--- src/rtl/cfgb_pkg.sv ---
package cfgb_pkg;

  localparam int HOST_AW = 8;
  localparam logic [HOST_AW-1:0] OFS_DATA = 8'hA0;
  localparam logic [HOST_AW-1:0] OFS_CTRL = 8'hA4;
  localparam logic [HOST_AW-1:0] OFS_STAT = 8'hA8;
  localparam logic [HOST_AW-1:0] OFS_TMO  = 8'hAC;

  localparam int START_BIT = 31;
  localparam int WRITE_BIT = 30;
  localparam int SITE_LSB  = 16;

  typedef enum logic [0:0] {SEQ_IDLE, SEQ_BUSY} seq_state_e;

  // Wait ends once the held request has used up its allowed cycles.
  function automatic logic wait_spent(input logic [31:0] held, input logic [31:0] limit);
    return (limit != 32'd0) && ((held + 32'd1) >= limit);
  endfunction

  // Assemble the control readback word from its fields.
  function automatic logic [31:0] ctrl_word(input logic start, input logic wr,
                                            input logic [31:0] site, input logic [31:0] addr,
                                            input int site_w, input int addr_w);
    logic [31:0] w;
    w = 32'd0;
    w[START_BIT] = start;
    w[WRITE_BIT] = wr;
    for (int i = 0; i < site_w; i++) w[SITE_LSB + i] = site[i];
    for (int i = 0; i < addr_w; i++) w[i] = addr[i];
    return w;
  endfunction

endpackage

--- src/rtl/cfgb_regs.sv ---
module cfgb_regs
  import cfgb_pkg::*;
#(
  parameter int SITE_W  = 4,
  parameter int CADDR_W = 12,
  parameter int TMO_W   = 16
) (
  input  logic               clk,
  input  logic               rst_n,
  input  logic               host_we,
  input  logic [HOST_AW-1:0] host_addr,
  input  logic [31:0]        host_wdata,
  output logic [31:0]        host_rdata,
  input  logic               launch,
  input  logic               busy,
  input  logic               done_ok,
  input  logic               done_err,
  input  logic               rd_cap,
  input  logic [31:0]        rd_word,
  output logic               start_q,
  output logic               wr_q,
  output logic [SITE_W-1:0]  site_q,
  output logic [CADDR_W-1:0] addr_q,
  output logic [31:0]        data_q,
  output logic [TMO_W-1:0]   limit_q
);

  logic cmpl_q, err_q;
  logic wr_data, wr_ctrl, wr_stat, wr_tmo, ctrl_open;

  assign wr_data   = host_we && (host_addr == OFS_DATA);
  assign wr_ctrl   = host_we && (host_addr == OFS_CTRL);
  assign wr_stat   = host_we && (host_addr == OFS_STAT);
  assign wr_tmo    = host_we && (host_addr == OFS_TMO);
  assign ctrl_open = !busy && !start_q;

  always_ff @(posedge clk or negedge rst_n) begin
    if (!rst_n) begin
      data_q <= '0;
    end else if (rd_cap) begin
      data_q <= rd_word;
    end else if (wr_data) begin
      data_q <= host_wdata;
    end
  end

  always_ff @(posedge clk or negedge rst_n) begin
    if (!rst_n) begin
      start_q <= 1'b0;
      wr_q    <= 1'b0;
      site_q  <= '0;
      addr_q  <= '0;
    end else if (wr_ctrl && ctrl_open) begin
      start_q <= host_wdata[START_BIT];
      wr_q    <= host_wdata[WRITE_BIT];
      site_q  <= host_wdata[SITE_LSB +: SITE_W];
      addr_q  <= host_wdata[CADDR_W-1:0];
    end else if (launch) begin
      start_q <= 1'b0;
    end
  end

  always_ff @(posedge clk or negedge rst_n) begin
    if (!rst_n) begin
      cmpl_q <= 1'b0;
      err_q  <= 1'b0;
    end else begin
      if (done_ok)      cmpl_q <= 1'b1;
      else if (wr_stat) cmpl_q <= 1'b0;
      if (done_err)     err_q  <= 1'b1;
      else if (wr_stat) err_q  <= 1'b0;
    end
  end

  always_ff @(posedge clk or negedge rst_n) begin
    if (!rst_n)      limit_q <= '0;
    else if (wr_tmo) limit_q <= host_wdata[TMO_W-1:0];
  end

  always_comb begin
    unique case (host_addr)
      OFS_DATA: host_rdata = data_q;
      OFS_CTRL: host_rdata = ctrl_word(start_q, wr_q, 32'(site_q), 32'(addr_q), SITE_W, CADDR_W);
      OFS_STAT: host_rdata = {30'd0, err_q, cmpl_q};
      OFS_TMO:  host_rdata = 32'(limit_q);
      default:  host_rdata = 32'd0;
    endcase
  end

  assert_start_clear_R2: assert property (@(posedge clk) disable iff (!rst_n)
    launch |=> !start_q);

  assert_ctrl_locked_R9: assert property (@(posedge clk) disable iff (!rst_n)
    (busy || start_q) |=> $stable({wr_q, site_q, addr_q}));

  assert_capture_R5: assert property (@(posedge clk) disable iff (!rst_n)
    rd_cap |=> (data_q == $past(rd_word)));

  assert_err_keeps_data_R6: assert property (@(posedge clk) disable iff (!rst_n)
    (done_err && !wr_data) |=> $stable(data_q));

  assert_sticky_R8: assert property (@(posedge clk) disable iff (!rst_n)
    (done_ok || done_err) |=> (cmpl_q || err_q));

endmodule

--- src/rtl/cfgb_seq.sv ---
module cfgb_seq
  import cfgb_pkg::*;
#(
  parameter int TMO_W = 16
) (
  input  logic             clk,
  input  logic             rst_n,
  input  logic             start_q,
  input  logic             wr_q,
  input  logic [31:0]      data_q,
  input  logic [TMO_W-1:0] limit_q,
  input  logic             dn_ack,
  input  logic             dn_err,
  output logic             launch,
  output logic             busy,
  output logic             done_ok,
  output logic             done_err,
  output logic             tmo_hit,
  output logic             rd_cap,
  output logic [31:0]      op_q
);

  seq_state_e       state_q;
  logic [TMO_W-1:0] held_q;

  assign busy     = (state_q == SEQ_BUSY);
  assign launch   = (state_q == SEQ_IDLE) && start_q;
  assign tmo_hit  = busy && !dn_ack && wait_spent(32'(held_q), 32'(limit_q));
  assign done_ok  = busy && dn_ack && !dn_err;
  assign done_err = busy && ((dn_ack && dn_err) || tmo_hit);
  assign rd_cap   = done_ok && !wr_q;

  always_ff @(posedge clk or negedge rst_n) begin
    if (!rst_n) begin
      state_q <= SEQ_IDLE;
      held_q  <= '0;
      op_q    <= '0;
    end else begin
      unique case (state_q)
        SEQ_IDLE: begin
          if (start_q) begin
            state_q <= SEQ_BUSY;
            held_q  <= '0;
            op_q    <= data_q;
          end
        end
        SEQ_BUSY: begin
          if (dn_ack || tmo_hit) state_q <= SEQ_IDLE;
          else                   held_q  <= held_q + 1'b1;
        end
        default: state_q <= SEQ_IDLE;
      endcase
    end
  end

  assert_req_hold_R4: assert property (@(posedge clk) disable iff (!rst_n)
    (busy && !dn_ack && !tmo_hit) |=> busy);

  assert_one_outcome_R7: assert property (@(posedge clk) disable iff (!rst_n)
    $onehot0({done_ok, done_err}));

  assert_tmo_ends_R7: assert property (@(posedge clk) disable iff (!rst_n)
    tmo_hit |=> !busy);

  assert_op_stable_R3: assert property (@(posedge clk) disable iff (!rst_n)
    (busy && $past(busy)) |-> $stable(op_q));

endmodule

--- src/rtl/cfgb_bridge.sv ---
module cfgb_bridge
  import cfgb_pkg::*;
#(
  parameter int SITE_W  = 4,
  parameter int CADDR_W = 12,
  parameter int TMO_W   = 16
) (
  input  logic               clk,
  input  logic               rst_n,
  input  logic               host_we,
  input  logic [7:0]         host_addr,
  input  logic [31:0]        host_wdata,
  output logic [31:0]        host_rdata,
  output logic               dn_req,
  output logic               dn_write,
  output logic [SITE_W-1:0]  dn_site,
  output logic [CADDR_W-1:0] dn_addr,
  output logic [31:0]        dn_wdata,
  input  logic               dn_ack,
  input  logic               dn_err,
  input  logic [31:0]        dn_rdata
);

  logic               launch, busy, done_ok, done_err, tmo_hit, rd_cap;
  logic               start_q, wr_q;
  logic [SITE_W-1:0]  site_q;
  logic [CADDR_W-1:0] addr_q;
  logic [31:0]        data_q, op_q;
  logic [TMO_W-1:0]   limit_q;

  cfgb_regs #(.SITE_W(SITE_W), .CADDR_W(CADDR_W), .TMO_W(TMO_W)) u_regs (
    .clk, .rst_n, .host_we, .host_addr, .host_wdata, .host_rdata,
    .launch, .busy, .done_ok, .done_err, .rd_cap, .rd_word(dn_rdata),
    .start_q, .wr_q, .site_q, .addr_q, .data_q, .limit_q
  );

  cfgb_seq #(.TMO_W(TMO_W)) u_seq (
    .clk, .rst_n, .start_q, .wr_q, .data_q, .limit_q, .dn_ack, .dn_err,
    .launch, .busy, .done_ok, .done_err, .tmo_hit, .rd_cap, .op_q
  );

  assign dn_req   = busy;
  assign dn_write = wr_q;
  assign dn_site  = site_q;
  assign dn_addr  = addr_q;
  assign dn_wdata = op_q;

  assert_single_launch_R4: assert property (@(posedge clk) disable iff (!rst_n)
    $rose(dn_req) |-> $past(start_q));

endmodule

--- config.mk ---
export PLATFORM = sky130hd
export DESIGN_NAME = cfgb_bridge
export DESIGN_NICKNAME = d
export VERILOG_FILES = /design/src/rtl/cfgb_pkg.sv /design/src/rtl/cfgb_regs.sv /design/src/rtl/cfgb_seq.sv /design/src/rtl/cfgb_bridge.sv
export SDC_FILE = /design/constraint.sdc
export NUM_CORES = 1
export LEC_CHECK = 0
export BUFFER_PORTS_ARGS = -buffer_cell sky130_fd_sc_hd__buf_2
export CAP_MARGIN = 25
export CORE_ASPECT_RATIO = 1.5
export CORE_MARGIN = 1
export CORE_UTILIZATION = 50
export DETAILED_ROUTE_END_ITERATION = 16
export PLACE_DENSITY = 0.75
export SLEW_MARGIN = 20
export SYNTH_ARGS = -nofsm -noshare
export SYNTH_HDL_FRONTEND = slang
export SYNTH_HIERARCHICAL = 1
export SYNTH_SLANG_ARGS = --single-unit
--- constraint.sdc ---
create_clock -name clk -period 8.7 [get_ports clk]
set_clock_uncertainty 0.1 [all_clocks]
set_input_delay 0.87 -clock clk [delete_from_list [all_inputs] [get_ports clk]]
set_output_delay 0.87 -clock clk [all_outputs]
set_load 0.05 [all_outputs]
# [Word level (Yosys, flattened, before mapping)]
# Cells that the tools add are included.
[totals] input_bits=77 elab_cells=64 out_inout_bits=82 ff_bits=117
[op_classes] order_cmp=1 bitwise=1 n_reduce_logical=29 muxes=14 n_addsub=2 eq_ne=6
[op_table] operator="one-hot mux 32 bit (4 select lines)" n=1
[op_table] operator="two-way mux 32 bit" n=2
[op_table] operator="equality test 8 bit (second input constant)" n=4
[op_table] operator="greater-or-equal comparator 32 x 16 -> 1 bit" n=1
[op_table] operator="two-way mux 16 bit" n=2
[op_table] operator="one-hot mux 16 bit (2 select lines)" n=1
[op_table] operator="adder 16 x 1 -> 17 bit (second input constant)" n=1
[op_table] operator="adder 16 x 1 -> 16 bit (second input constant)" n=1
[op_table] operator="nonzero test 16 bit" n=1
[op_table] operator="logical AND 1 bit" n=15
[op_table] operator="nonzero test 2 bit" n=4
[op_table] operator="two-way mux 1 bit" n=7
[op_table] operator="logical NOT 1 bit" n=5
[op_table] operator="!= test 2 bit (second input constant)" n=2
[op_table] operator="AND reduction 2 bit" n=2
[op_table] operator="logical OR 1 bit" n=2
[op_table] operator="one-hot mux 1 bit (2 select lines)" n=1
[op_table] operator="NOT 1 bit" n=1

# [Logic depth before layout (Yosys ltp)]
[depth] ltp_word=7 mapped_depth=14 ltp_nobuf=13

# [By module]
# The synthesis kept the hierarchy.
[modules_own_cells] module="cfgb_regs" instances=1 seq_area_each_um2=1701.6 area_per_inst_um2=3503.4 cells_each=279
[modules_own_cells] module="cfgb_seq" instances=1 seq_area_each_um2=1226.2 area_per_inst_um2=2984.1 cells_each=354

# [Least setup slack after synthesis]
# Ideal clock, no wire load.
[synth_timing] path_kind="in2out" startpoint="in host_addr[1]" endpoint="out host_rdata[16]" required_ns=7.730 cell_stages=4 t_arrival_ns=2.788 slack_ns=4.942 cell_sequence="nor4b_4 -> nand3b_1 -> clkbuf_1 -> nor3_1"
[synth_via] elab_chain_cells=2
[synth_rtl] element="start: declaration" line_no="cfgb_bridge.sv:11" source="input logic [7:0] host_addr,"
[synth_rtl] element="equality test 8 bit" line_no="cfgb_regs.sv:81" source="unique case (host_addr)"
[synth_rtl] element="one-hot mux 32 bit (4 select lines) *" line_no="cfgb_regs.sv:81"
[synth_rtl] element="end: declaration" line_no="cfgb_bridge.sv:13" source="output logic [31:0] host_rdata,"
# Every way passes the cells marked *; elsewhere a longest branch is shown, timed or not.

# [Worst setup path after layout]
[layout_timing] startpoint="reg u_seq.held_q[0]" endpoint="reg u_seq.held_q[5]"
[layout_via] elab_chain_cells=7
[layout_rtl] element="start: declaration" line_no="cfgb_seq.sv:24" source="logic [TMO_W-1:0] held_q;"
[layout_rtl] element="start signal: assignment" line_no="cfgb_seq.sv:49" source="else held_q <= held_q + 1'b1;"
[layout_rtl] element="adder 16 x 1 -> 17 bit" line_no="cfgb_pkg.sv:17" source="return (limit != 32'd0) && ((held + 32'd1) >= limit);"
[layout_rtl] element="greater-or-equal comparator 32 x 16 -> 1 bit" line_no="cfgb_pkg.sv:17"
[layout_rtl] element="logical AND 1 bit" line_no="cfgb_pkg.sv:17"
[layout_rtl] element="logical AND 1 bit" line_no="cfgb_seq.sv:28" source="assign tmo_hit = busy && !dn_ack && wait_spent(32'(held_q), 32'(limit_q));"
[layout_rtl] element="logical OR 1 bit" line_no="cfgb_seq.sv:48" source="if (dn_ack || tmo_hit) state_q <= SEQ_IDLE;"
[layout_rtl] element="!= test 2 bit (no source line)"
[layout_rtl] element="AND reduction 2 bit (no source line)"
# Several ways; a longest one is shown, not always the timed one. The select of a mux whose other input is x is not followed.
# A chain may end at the register's enable or synchronous reset.

==> results_tabular.tex <==
\begin{tabular}{lr}
\hline
Metric & Value \\
\hline
\multicolumn{2}{l}{\textbf{Run}} \\
Maximum Capacitance Violations & 0 \\
\multicolumn{2}{l}{\textbf{Timing}} \\
Share of the clock period used by the worst path after layout & 44.99\% \\
Final sum of negative setup slack & 0 ns \\
Max Clock Freq & 255.5 MHz \\
Worst rel slew slack & 28.70\% \\
Final min period & 3.914 ns \\
Worst hold margin & 0.3085 ns \\
Final Hold Vio Count & 0 \\
Least setup slack across all paths after layout & 4.786 ns \\
Setup repair after global routing missed its margin & false \\
Final Max Tran Viols & 0 \\
Worst Max-Slew Pin Slew & 1.070 ns \\
Total setup violations reported at the end of the flow & 0 \\
\multicolumn{2}{l}{\textbf{Finish}} \\
Number of diodes added for antenna fixing & 0 \\
Fraction of final layout cells sized beyond drive strength 1 & 33.63\% \\
Area of all placed cells without fillers & 0.007896 mm2 \\
Non-filler instance count after layout & 938 \\
Total Nets Final & 863 \\
Finished Core Util & 62.80\% \\
Layout filler cell count & 1020 \\
P\&R area growth vs syn & 21.79\% \\
\multicolumn{2}{l}{\textbf{Setup path}} \\
Slowest-stage cell, CP & sky130\_fd\_sc\_hd\_\_dfrtp\_1 \\
Crit path capture type & flop \\
Critical Path Start & u\_seq/held\_q[0]\$\_DFFE\_PN0P\_ \\
Data required, critical path & 8.89 ns \\
Worst setup SP type & flop \\
Crit path kind & reg -> reg \\
Cell mode on critical path & sky130\_fd\_sc\_hd\_\_ha\_1 \\
Reg2Reg Setup Slack & 4.79 ns \\
Crit path DAT & 4.10 ns \\
R2r startpoint & u\_seq/held\_q[0]\$\_DFFE\_PN0P\_ \\
Critical Path Max Stage Delay & 0.55 ns \\
CP Cell Sequence & ha\_1 -> and3\_1 -> nand4\_1 -> or2\_2 -> xnor2\_1 -> ha\_1 -> a21o\_1 -> a21oi\_1 -> o21ai\_0 -> a22o\_1 -> nor3\_4 -> mux2\_2 \\
Critical Path Fanout Max & 10 \\
\multicolumn{2}{l}{\textbf{Floorplanning}} \\
Num ports & 159 \\
Core outline area & 0.01257 mm2 \\
Die Footprint & 0.01344 mm2 \\
Standard-cell row count & 50 \\
Die width & 94.98 um \\
Initial standard-cell utilization of the core & 51.56\% \\
Die Ht & 141.5 um \\
\multicolumn{2}{l}{\textbf{Clock tree}} \\
Post-CTS Setup Bufs & 0 \\
Clock network latency to the later pin of the worst-skew pair & 0.41 ns \\
Sinks on Clock Net & 117 \\
H-tree levels & 4 \\
CTS tree & done \\
Number of buffers added by the clock tree synthesis step & 17 \\
Resized cells post-CTS & 0 \\
CTS max path bufs & 2 \\
Root buffer cell & sky130\_fd\_sc\_hd\_\_clkbuf\_16 \\
Clock transition at the register clock pins on the worst setup and hold paths after CTS & 0.06 ns \\
CTS hold repair buffers & 0 \\
\multicolumn{2}{l}{\textbf{GRT}} \\
Final global-route overflow total & 0 \\
Pin count of the biggest net entering global routing & 84 \\
Number of antenna violations at the first check in global routing & 0 \\
Wire length of the first global-routing pass & 29500 um \\
All-Layer GR Usage & 28.87\% \\
Via count of the first global-routing pass & 5838 \\
\multicolumn{2}{l}{\textbf{Synthesis}} \\
Syn nets & 726 \\
Post-synthesis instance total & 632 \\
Mapped cell area & 0.006484 mm2 \\
Average instance area after synthesis & 10.26 um2 \\
Count of synthesis-stage warnings from yosys & 6 \\
\multicolumn{2}{l}{\textbf{Placement}} \\
Cell count after placement & 903 \\
IO Port Bufs & 158 \\
Cell area reported after detailed placement & 0.007234 mm2 \\
Gp weighted congestion & 0.9036 \\
HPWL after detailed placement & 12310 um \\
Worst slack after detailed placement & 4.629 ns \\
\multicolumn{2}{l}{\textbf{Route}} \\
Routed WL per cell & 19.41 um \\
Number of optimization iterations in the first detailed-route pass & 5 \\
Via-to-Cell Ratio & 5.843 \\
DRC violation total after the first TritonRoute iteration & 302 \\
Vias after detailed routing & 5481 \\
Overall routed net length & 18210 um \\
Number of nets still failing antenna checks after routing & 0 \\
DRC violations left & 0 \\
\multicolumn{2}{l}{\textbf{Min path}} \\
Class of the tightest hold or removal check & in -> async \\
\multicolumn{2}{l}{\textbf{Power}} \\
Pwr/cell area & 311.6 mW/mm2 \\
Leakage power total & 4.022 nW \\
Overall power of the completed layout & 2.460 mW \\
Worst-case vdd ir drop & 0.2180 mV \\
\multicolumn{2}{l}{\textbf{Outcome}} \\
Result of the run & complete, no violations \\
\hline
\end{tabular}
-- layout make-up --
cell class              instances  area [um2]  share of cell area [%]
clock buffers                  17       425.4                   5.387
clock inverters                15       167.7                   2.123
inverters                      22       82.58                   1.046
multi-input cells             447        3216                   40.72
flip-flops and latches        117        2928                   37.08
well taps                     156       195.2                   2.472
repair buffers                164       882.1                   11.17
-- worst max-delay path, delay by kind of cell (launching register included) --
family          cells  cell delay (ns)
xor+xnor            1             0.14
mux                 1             0.38
compound gates      4             0.86
fa+ha+maj           2             0.60
simple gates        4             1.17
flops               1             0.55
-- metal layers --
metal / part of all wire, % / wire, um / GRT usage, %
met1: 40 / 7239 / 35.33
met2: 51 / 9331 / 48.09
met3: 5.9 / 1075 / 6.699
met4: 3.1 / 559 / 12.60
met5: 0 / 0 / 0
-- power by group --
part           total, mW  internal (mW)  switching [mW]
combinational      0.862          0.299           0.563
clock              0.706          0.429           0.277
sequential         0.892          0.721           0.171
-- state kept, by name, summed over array words and instances (netlist names), 4 cells and up --
signal,count
u_seq/held_q,16
u_regs/limit_q,16
u_regs/addr_q,12
u_regs/site_q,4
u_seq/op_q,32
u_regs/data_q,32
-- layout by cell type (no fill, tap or decap), types with 3 or more instances in the layout --
master                       instances
sky130_fd_sc_hd__nand3_1            17
sky130_fd_sc_hd__a31oi_1             3
sky130_fd_sc_hd__dfrtp_1           117
sky130_fd_sc_hd__nor3b_1             5
sky130_fd_sc_hd__and3_1             13
sky130_fd_sc_hd__nand2b_1            3
sky130_fd_sc_hd__clkbuf_16          17
sky130_fd_sc_hd__xnor2_1            12
sky130_fd_sc_hd__o211ai_1            3
sky130_fd_sc_hd__buf_4               3
sky130_fd_sc_hd__a221o_1            30
sky130_fd_sc_hd__nand2_1           125
sky130_fd_sc_hd__nand4_1             5
sky130_fd_sc_hd__buf_2             157
sky130_fd_sc_hd__nor3_1             10
sky130_fd_sc_hd__inv_1              21
sky130_fd_sc_hd__mux2_4             19
sky130_fd_sc_hd__inv_6               6
sky130_fd_sc_hd__o311ai_0            3
sky130_fd_sc_hd__a21o_1              5
sky130_fd_sc_hd__clkinvlp_4          4
sky130_fd_sc_hd__ha_1               17
sky130_fd_sc_hd__o21ai_0             7
sky130_fd_sc_hd__nor2_1              8
sky130_fd_sc_hd__a21oi_1            19
sky130_fd_sc_hd__a22oi_1             5
sky130_fd_sc_hd__and4_1              4
sky130_fd_sc_hd__mux2i_1            20
sky130_fd_sc_hd__and2_1             41
sky130_fd_sc_hd__nor4_1              3
sky130_fd_sc_hd__mux2_2             19
sky130_fd_sc_hd__a311o_1             4
sky130_fd_sc_hd__or2_2              11
sky130_fd_sc_hd__nor4b_1             4
-- worst paths after layout --
kind | endpoint | depth (start not counted)
setup / recovery | u_seq/held_q[5]$_DFFE_PN0P_ | 12
hold / removal | u_regs/data_q[1]$_DFFE_PN0P_ | 1
setup reg to reg | u_seq/held_q[5]$_DFFE_PN0P_ | 12
hold reg to reg | u_seq/op_q[17]$_DFFE_PN0P_ | 2
max in group asynchronous | u_regs/addr_q[4]$_DFFE_PN0P_ | 2
min in group clk | u_seq/op_q[17]$_DFFE_PN0P_ | 2
(Power assumes the default switching activity.)
